[config.mk]
export PLATFORM = sky130hd
export DESIGN_NAME = tmr_unit
export DESIGN_NICKNAME = d
export VERILOG_FILES = /design/src/rtl/tmr_pkg.sv /design/src/rtl/tmr_ctrl.sv /design/src/rtl/tmr_datapath.sv /design/src/rtl/tmr_unit.sv
export SDC_FILE = /design/constraint.sdc
export NUM_CORES = 1
export LEC_CHECK = 0
export BUFFER_PORTS_ARGS = -buffer_cell sky130_fd_sc_hd__buf_2
export CORE_ASPECT_RATIO = 0.7
export CORE_MARGIN = 2
export CORE_UTILIZATION = 55
export DETAILED_ROUTE_END_ITERATION = 7
export PLACE_DENSITY = 0.82
export REMOVE_ABC_BUFFERS = 1
export SYNTH_ARGS = -nofsm -noshare
export SYNTH_HDL_FRONTEND = slang
export SYNTH_HIERARCHICAL = 1
export SYNTH_SLANG_ARGS = --single-unit
[constraint.sdc]
create_clock -name clk -period 6.15 [get_ports clk]
set_clock_uncertainty 0.05 [all_clocks]
set_input_delay 0.615 -clock clk [delete_from_list [all_inputs] [get_ports clk]]
set_output_delay 0.615 -clock clk [all_outputs]
set_load 0.02 [all_outputs]
[src/rtl/tmr_pkg.sv]
package tmr_pkg;
  localparam int BYTE_W     = 8;
  localparam int CYCLE_CLKS = 12;
  localparam int PRESCALE_W = 5;
  localparam int SYNC_STAGES = 2;

  typedef enum logic [1:0] {
    MODE_WIDE     = 2'd0,
    MODE_SPLIT    = 2'd1,
    MODE_PRESCALE = 2'd2,
    MODE_RELOAD   = 2'd3
  } tmrMode_e;

  typedef struct packed {
    logic incMain;
    logic incAux;
    logic wrLow;
    logic wrHigh;
    logic clrMain;
    logic clrAux;
  } tmrStrobe_t;
endpackage

[src/rtl/tmr_ctrl.sv]
module tmr_ctrl
  import tmr_pkg::*;
#(
  parameter int CYCLE_CLKS  = tmr_pkg::CYCLE_CLKS,
  parameter int SYNC_STAGES = tmr_pkg::SYNC_STAGES
) (
  input  logic       clk,
  input  logic       rstN,
  input  logic       runEn,
  input  logic       countSel,
  input  logic       eventIn,
  input  logic       lowWrEn,
  input  logic       highWrEn,
  input  logic       ovfClr,
  input  logic       auxClr,
  output tmrStrobe_t stb
);
  localparam int CNT_W = (CYCLE_CLKS > 1) ? $clog2(CYCLE_CLKS) : 1;
  localparam logic [CNT_W-1:0] LAST_CNT = CNT_W'(CYCLE_CLKS - 1);

  logic [CNT_W-1:0] cycCnt;
  logic             mcTick;
  logic [SYNC_STAGES-1:0] syncQ;
  logic             lastSample;
  logic             riseSeen;

  // machine-cycle timebase
  always_ff @(posedge clk) begin
    if (!rstN) cycCnt <= '0;
    else if (cycCnt == LAST_CNT) cycCnt <= '0;
    else cycCnt <= cycCnt + CNT_W'(1);
  end
  assign mcTick = (cycCnt == LAST_CNT);

  // synchronizer chain for the event pin
  genvar gi;
  generate
    for (gi = 0; gi < SYNC_STAGES; gi++) begin : g_sync
      if (gi == 0) begin : g_first
        always_ff @(posedge clk) begin
          if (!rstN) syncQ[gi] <= 1'b0;
          else syncQ[gi] <= eventIn;
        end
      end else begin : g_next
        always_ff @(posedge clk) begin
          if (!rstN) syncQ[gi] <= 1'b0;
          else syncQ[gi] <= syncQ[gi-1];
        end
      end
    end
  endgenerate

  // once-per-machine-cycle sample of the synchronized level
  always_ff @(posedge clk) begin
    if (!rstN) lastSample <= 1'b0;
    else if (mcTick) lastSample <= syncQ[SYNC_STAGES-1];
  end
  assign riseSeen = mcTick && syncQ[SYNC_STAGES-1] && !lastSample;

  always_comb begin
    stb.incMain = runEn && (countSel ? riseSeen : mcTick);
    stb.incAux  = runEn && mcTick;
    stb.wrLow   = lowWrEn;
    stb.wrHigh  = highWrEn;
    stb.clrMain = ovfClr;
    stb.clrAux  = auxClr;
  end


  tick_gap_chk: assert property (@(posedge clk) disable iff (!rstN)
    stb.incAux |=> !stb.incAux);


  edge_once_chk: assert property (@(posedge clk) disable iff (!rstN)
    (countSel && stb.incMain) |=> (lastSample && !stb.incMain));
endmodule

[src/rtl/tmr_datapath.sv]
module tmr_datapath
  import tmr_pkg::*;
#(
  parameter int BYTE_W     = tmr_pkg::BYTE_W,
  parameter int PRESCALE_W = tmr_pkg::PRESCALE_W
) (
  input  logic              clk,
  input  logic              rstN,
  input  tmrMode_e          mode,
  input  tmrStrobe_t        stb,
  input  logic [BYTE_W-1:0] lowWrData,
  input  logic [BYTE_W-1:0] highWrData,
  output logic [BYTE_W-1:0] lowQ,
  output logic [BYTE_W-1:0] highQ,
  output logic              ovfFlag,
  output logic              auxFlag,
  output logic              ovfPulse
);
  localparam int WIDE_W = 2 * BYTE_W;
  localparam logic [BYTE_W-1:0]     BYTE_MAX = '1;
  localparam logic [PRESCALE_W-1:0] PRE_MAX  = '1;

  logic [BYTE_W-1:0] lowNext, highNext;
  logic              mainOvf, auxOvf;

  always_comb begin
    lowNext  = lowQ;
    highNext = highQ;
    mainOvf  = 1'b0;
    auxOvf   = 1'b0;
    unique case (mode)
      MODE_WIDE: begin
        if (stb.incMain) begin
          {highNext, lowNext} = {highQ, lowQ} + WIDE_W'(1);
          mainOvf = (lowQ == BYTE_MAX) && (highQ == BYTE_MAX);
        end
      end
      MODE_SPLIT: begin
        if (stb.incMain) begin
          lowNext = lowQ + BYTE_W'(1);
          mainOvf = (lowQ == BYTE_MAX);
        end
        if (stb.incAux) begin
          highNext = highQ + BYTE_W'(1);
          auxOvf   = (highQ == BYTE_MAX);
        end
      end
      MODE_PRESCALE: begin
        if (stb.incMain) begin
          lowNext = '0;
          if (lowQ[PRESCALE_W-1:0] == PRE_MAX) begin
            highNext = highQ + BYTE_W'(1);
            mainOvf  = (highQ == BYTE_MAX);
          end else begin
            lowNext[PRESCALE_W-1:0] = lowQ[PRESCALE_W-1:0] + PRESCALE_W'(1);
          end
        end
      end
      default: begin
        if (stb.incMain) begin
          if (lowQ == BYTE_MAX) begin
            lowNext = highQ;
            mainOvf = 1'b1;
          end else begin
            lowNext = lowQ + BYTE_W'(1);
          end
        end
      end
    endcase
    if (stb.wrLow)  lowNext  = lowWrData;
    if (stb.wrHigh) highNext = highWrData;
  end

  always_ff @(posedge clk) begin
    if (!rstN) begin
      lowQ     <= '0;
      highQ    <= '0;
      ovfFlag  <= 1'b0;
      auxFlag  <= 1'b0;
      ovfPulse <= 1'b0;
    end else begin
      lowQ     <= lowNext;
      highQ    <= highNext;
      ovfPulse <= mainOvf;
      if (mainOvf) ovfFlag <= 1'b1;
      else if (stb.clrMain) ovfFlag <= 1'b0;
      if (auxOvf) auxFlag <= 1'b1;
      else if (stb.clrAux) auxFlag <= 1'b0;
    end
  end


  wide_wrap_chk: assert property (@(posedge clk) disable iff (!rstN)
    (stb.incMain && mode == MODE_WIDE && lowQ == BYTE_MAX && highQ == BYTE_MAX
     && !stb.wrLow && !stb.wrHigh) |=> (lowQ == '0 && highQ == '0 && ovfFlag));


  prescale_top_chk: assert property (@(posedge clk) disable iff (!rstN)
    (stb.incMain && mode == MODE_PRESCALE && !stb.wrLow)
      |=> (lowQ[BYTE_W-1:PRESCALE_W] == '0));


  reload_load_chk: assert property (@(posedge clk) disable iff (!rstN)
    (stb.incMain && mode == MODE_RELOAD && lowQ == BYTE_MAX && !stb.wrLow && !stb.wrHigh)
      |=> (lowQ == $past(highQ) && highQ == $past(highQ) && ovfFlag));


  flag_hold_chk: assert property (@(posedge clk) disable iff (!rstN)
    (ovfFlag && !stb.clrMain) |=> ovfFlag);


  pulse_flag_chk: assert property (@(posedge clk) disable iff (!rstN)
    ovfPulse |-> ovfFlag);
endmodule

[src/rtl/tmr_unit.sv]
module tmr_unit
  import tmr_pkg::*;
(
  input  logic       clk,
  input  logic       rstN,
  input  logic       runEn,
  input  logic [1:0] modeSel,
  input  logic       countSel,
  input  logic       eventIn,
  input  logic       lowWrEn,
  input  logic [7:0] lowWrData,
  input  logic       highWrEn,
  input  logic [7:0] highWrData,
  input  logic       ovfClr,
  input  logic       auxClr,
  output logic [7:0] lowCount,
  output logic [7:0] highCount,
  output logic       ovfFlag,
  output logic       auxFlag,
  output logic       ovfPulse
);
  tmrStrobe_t stb;

  tmr_ctrl #(.CYCLE_CLKS(CYCLE_CLKS), .SYNC_STAGES(SYNC_STAGES)) u_ctrl (
    .clk(clk), .rstN(rstN), .runEn(runEn), .countSel(countSel),
    .eventIn(eventIn), .lowWrEn(lowWrEn), .highWrEn(highWrEn),
    .ovfClr(ovfClr), .auxClr(auxClr), .stb(stb)
  );

  tmr_datapath #(.BYTE_W(BYTE_W), .PRESCALE_W(PRESCALE_W)) u_data (
    .clk(clk), .rstN(rstN), .mode(tmrMode_e'(modeSel)), .stb(stb),
    .lowWrData(lowWrData), .highWrData(highWrData),
    .lowQ(lowCount), .highQ(highCount),
    .ovfFlag(ovfFlag), .auxFlag(auxFlag), .ovfPulse(ovfPulse)
  );


  run_freeze_chk: assert property (@(posedge clk) disable iff (!rstN)
    (!runEn && !lowWrEn && !highWrEn) |=> ($stable(lowCount) && $stable(highCount)));


  write_take_chk: assert property (@(posedge clk) disable iff (!rstN)
    lowWrEn |=> (lowCount == $past(lowWrData)));
endmodule

==> results.toml <==
[outcome]
outcome = "finished clean"

[place]
routabilityCongestion = 0.939
hpwl_um = 3280
placed_cell_area_um2 = 2030
portBuffers = 45

[cells_and_area]
final_common_cell = "buf_2"
num-nets-final = 300
mostFrequentLayoutCells = "buf_2 (45), dfxtp_1 (26), nand3_1 (14), nor2_1 (12)"
drive_gt1_share_pct = 21.0
multi_input_area_um2 = 1180
fillerInstances = 286
area_growth_pct = 14.0
seq_area_um2 = 520
fin_area_um2 = 2070
antenna_cells = 0

[worst_setup_path]
crit_path_top_delay_cell = "nor4_1"
crit_fanout = 15
crit_path_end_kind = "flip-flop"
critPathTopFamily = "simple AND/OR/NAND/NOR gates"
path_cells = "ha_1 -> nand3b_4 -> a211oi_2 -> buf_4 -> a21boi_0 -> nor4_1 -> mux2_2 -> o21ai_1"
crit_buf_inv = 1
arrival_ns = 2.93
worstSetupPathType = "flip-flop to flip-flop"
worstPathRequired_ns = 6.30
r2r_cells = 8
crit_path_start_kind = "flip-flop"
path_depth = 8
max_stage_delay_ns = 0.80

[clock_network]
h-tree-depth = 1
clkTransAtPathRegs_ns = 0.08
cts_buffers = 3
cts_num_sinks = 26
cts_hold_buf = 0
cts_root_buffer = "clkbuf_8"
cts_resized = 0
clk_latency_ns = 0.27
post_cts.repair.setup_buffers = 0
tritoncts = "yes"
cts_max_path_buffers = 2

[sta]
fin_crit_ns = 2.78
hold_violations = 0
worstMarginPinSlew_ns = 1.04
relSlewSlack_pct = 29.8
rsz0062_at_grt = "false"
slew_viol_final = 0
setup_viol = 0
fin_crit_sh_pct = 45.1
fmax_ghz = 0.360
tns_ns = 0

[floorplan]
core_area_um2 = 3150
rows = 17
ios = 46
dieArea_um2 = 3780
start_util_pct = 57.6
die_x_um = 72.6
fp.dieH_um = 52.0

[power_and_ir_drop]
switching_share_pct = 30.6
leakage_nw = 0.859
powerDensity_nw_per_um2 = 177
p_seq_share_pct = 53.0
share_comb_of_total_power_pct = 20.9
clkPwrFrac_pct = 26.1
p_switching_mw = 0.112
intPower_mw = 0.254
peakVddDrop_mv = 0.109

[routing]
dr.first_iter.drc_count = 190
drt-total-wl_um = 4510
vias = 1909
viasPerCell = 6.36
drc_errors = 0
firstDrtPassIters = 5
ant_nets = 0
routedWlPerCell_um = 15.0

[grt]
grt_max_degree = 29
grt_pass1_wl_um = 7110
grt_overflow = 0
antenna_found_initial = 0
grtUsageTotal_pct = 24.2
grt_pass1_vias = 1532

[synthesis]
ys_ff_latch = 26
synth_cell_types = 52
ys.flop_type = "dfxtp_1"
syn_area_um2 = 1810
yosysWarningCount = 6
synth_edf_count = 0
synth_top_area_share_pct = 28.7
syn_area_per_cell_um2 = 7.95
syn-instance-count = 228
ys_seq_area_share_pct = 28.7
synthTopCellsByArea = "dfxtp_1 (29%), ha_1 (6.2%), nand3_1 (3.9%), nand4_1 (3.1%), nor3b_1 (2.9%)"
synthArstFlopShare_pct = 0
synth_top_area_cell = "dfxtp_1"

[worst_hold_path]
min_path_cells = 1
hp-class = "flip-flop to flip-flop"

[job]
cap_violations = 0
Yosys cell counts (all sizes together) (4+ instances only):
master	n
nor3b	7
nand2	11
a31oi	8
o21ai	11
a21oi	9
buf	4
dfxtp	26
clkbuf	11
inv	11
a32oi	4
ha	9
and3	8
nor4	4
nor3	8
nor2	12
nand3	14
o31ai	5
nand4	9
nor2b	8
nand2b	4
path summary, 6_finish.rpt:
path               startpoint         endpoint  slack [ns]
max          u_ctrl/cycCnt[0]  u_data/highQ[1]        3.37
min           u_ctrl/syncQ[0]  u_ctrl/syncQ[1]        0.39
max reg2reg  u_ctrl/cycCnt[0]  u_data/highQ[1]        3.37
min reg2reg   u_ctrl/syncQ[0]  u_ctrl/syncQ[1]        0.39
power by group through the flow:
stage	Combinational [mW]	Clock (mW)	Sequential, mW
floorplan	0.0384	0	0.202
global placement	0.0743	0	0.197
detailed placement	0.0753	0	0.197
CTS	0.0758	0.100	0.193
global route	0.0841	0.105	0.196
finish	0.0764	0.0955	0.194
area by class of cell:
cell class	count	share of cell area, %
Timing Repair Buffer	46	11.3
Sequential cell	26	25.2
Clock buffer	3	2.00
Multi-Input combinational cell	175	57.1
Inverter	12	2.18
Tap cell	38	2.30
sequential cells by signal, indices dropped and copies added, names as in the netlist:
register           count
u_data/auxFlag         1
u_data/highQ           8
u_data/ovfPulse        1
u_ctrl/lastSample      1
u_data/lowQ            8
u_ctrl/cycCnt          4
u_data/ovfFlag         1
u_ctrl/syncQ           2
worst register-to-register path: stages, from the launching register on:
cell,delay [ns]
dfxtp_1,0.36
ha_1,0.26
nand3b_4,0.13
a211oi_2,0.20
buf_4,0.24
a21boi_0,0.14
nor4_1,0.80
mux2_2,0.43
o21ai_1,0.12
logic make-up (layout without fill, tap and decap cells):
group	after synthesis	in the layout	share of synthesized area [%]
buffers and inverters	27	61	6.49
muxes	4	4	2.28
xor gates and xnor gates	2	2	0.966
AOI/OAI and AO/OA	64	64	24.8
DFF	26	26	28.7
and+or+nand+nor	96	96	30.6
adders and majority gates	9	9	6.21
stage by stage:
stage | utilization, % | cells | power [mW] | setup slack [ns] | hold slack [ns]
3_5_place_dp | 64.3 | 297 | 0.273 | 3.43 | 0.372
2_1_floorplan | - | 213 | 0.241 | 2.87 | 0.362
4_1_cts | 65.7 | 300 | 0.370 | 3.39 | 0.393
6_report | 65.7 | 300 | 0.366 | 3.37 | 0.387
3_3_place_gp | 64.3 | 297 | 0.272 | 3.47 | 0.363
5_1_grt | 65.7 | 300 | 0.384 | 3.15 | 0.419
per-layer routing:
metal | vias up | GRT usage, % | wire [µm]
li1 | 944 | - | -
met1 | 872 | 37.4 | 2310
met2 | 88 | 33.9 | 1800
met3 | 5 | 4.65 | 357
met4 | 0 | 5.56 | 36
met5 | - | 0 | 0
Note: power is estimated with default switching activity, not from simulation.
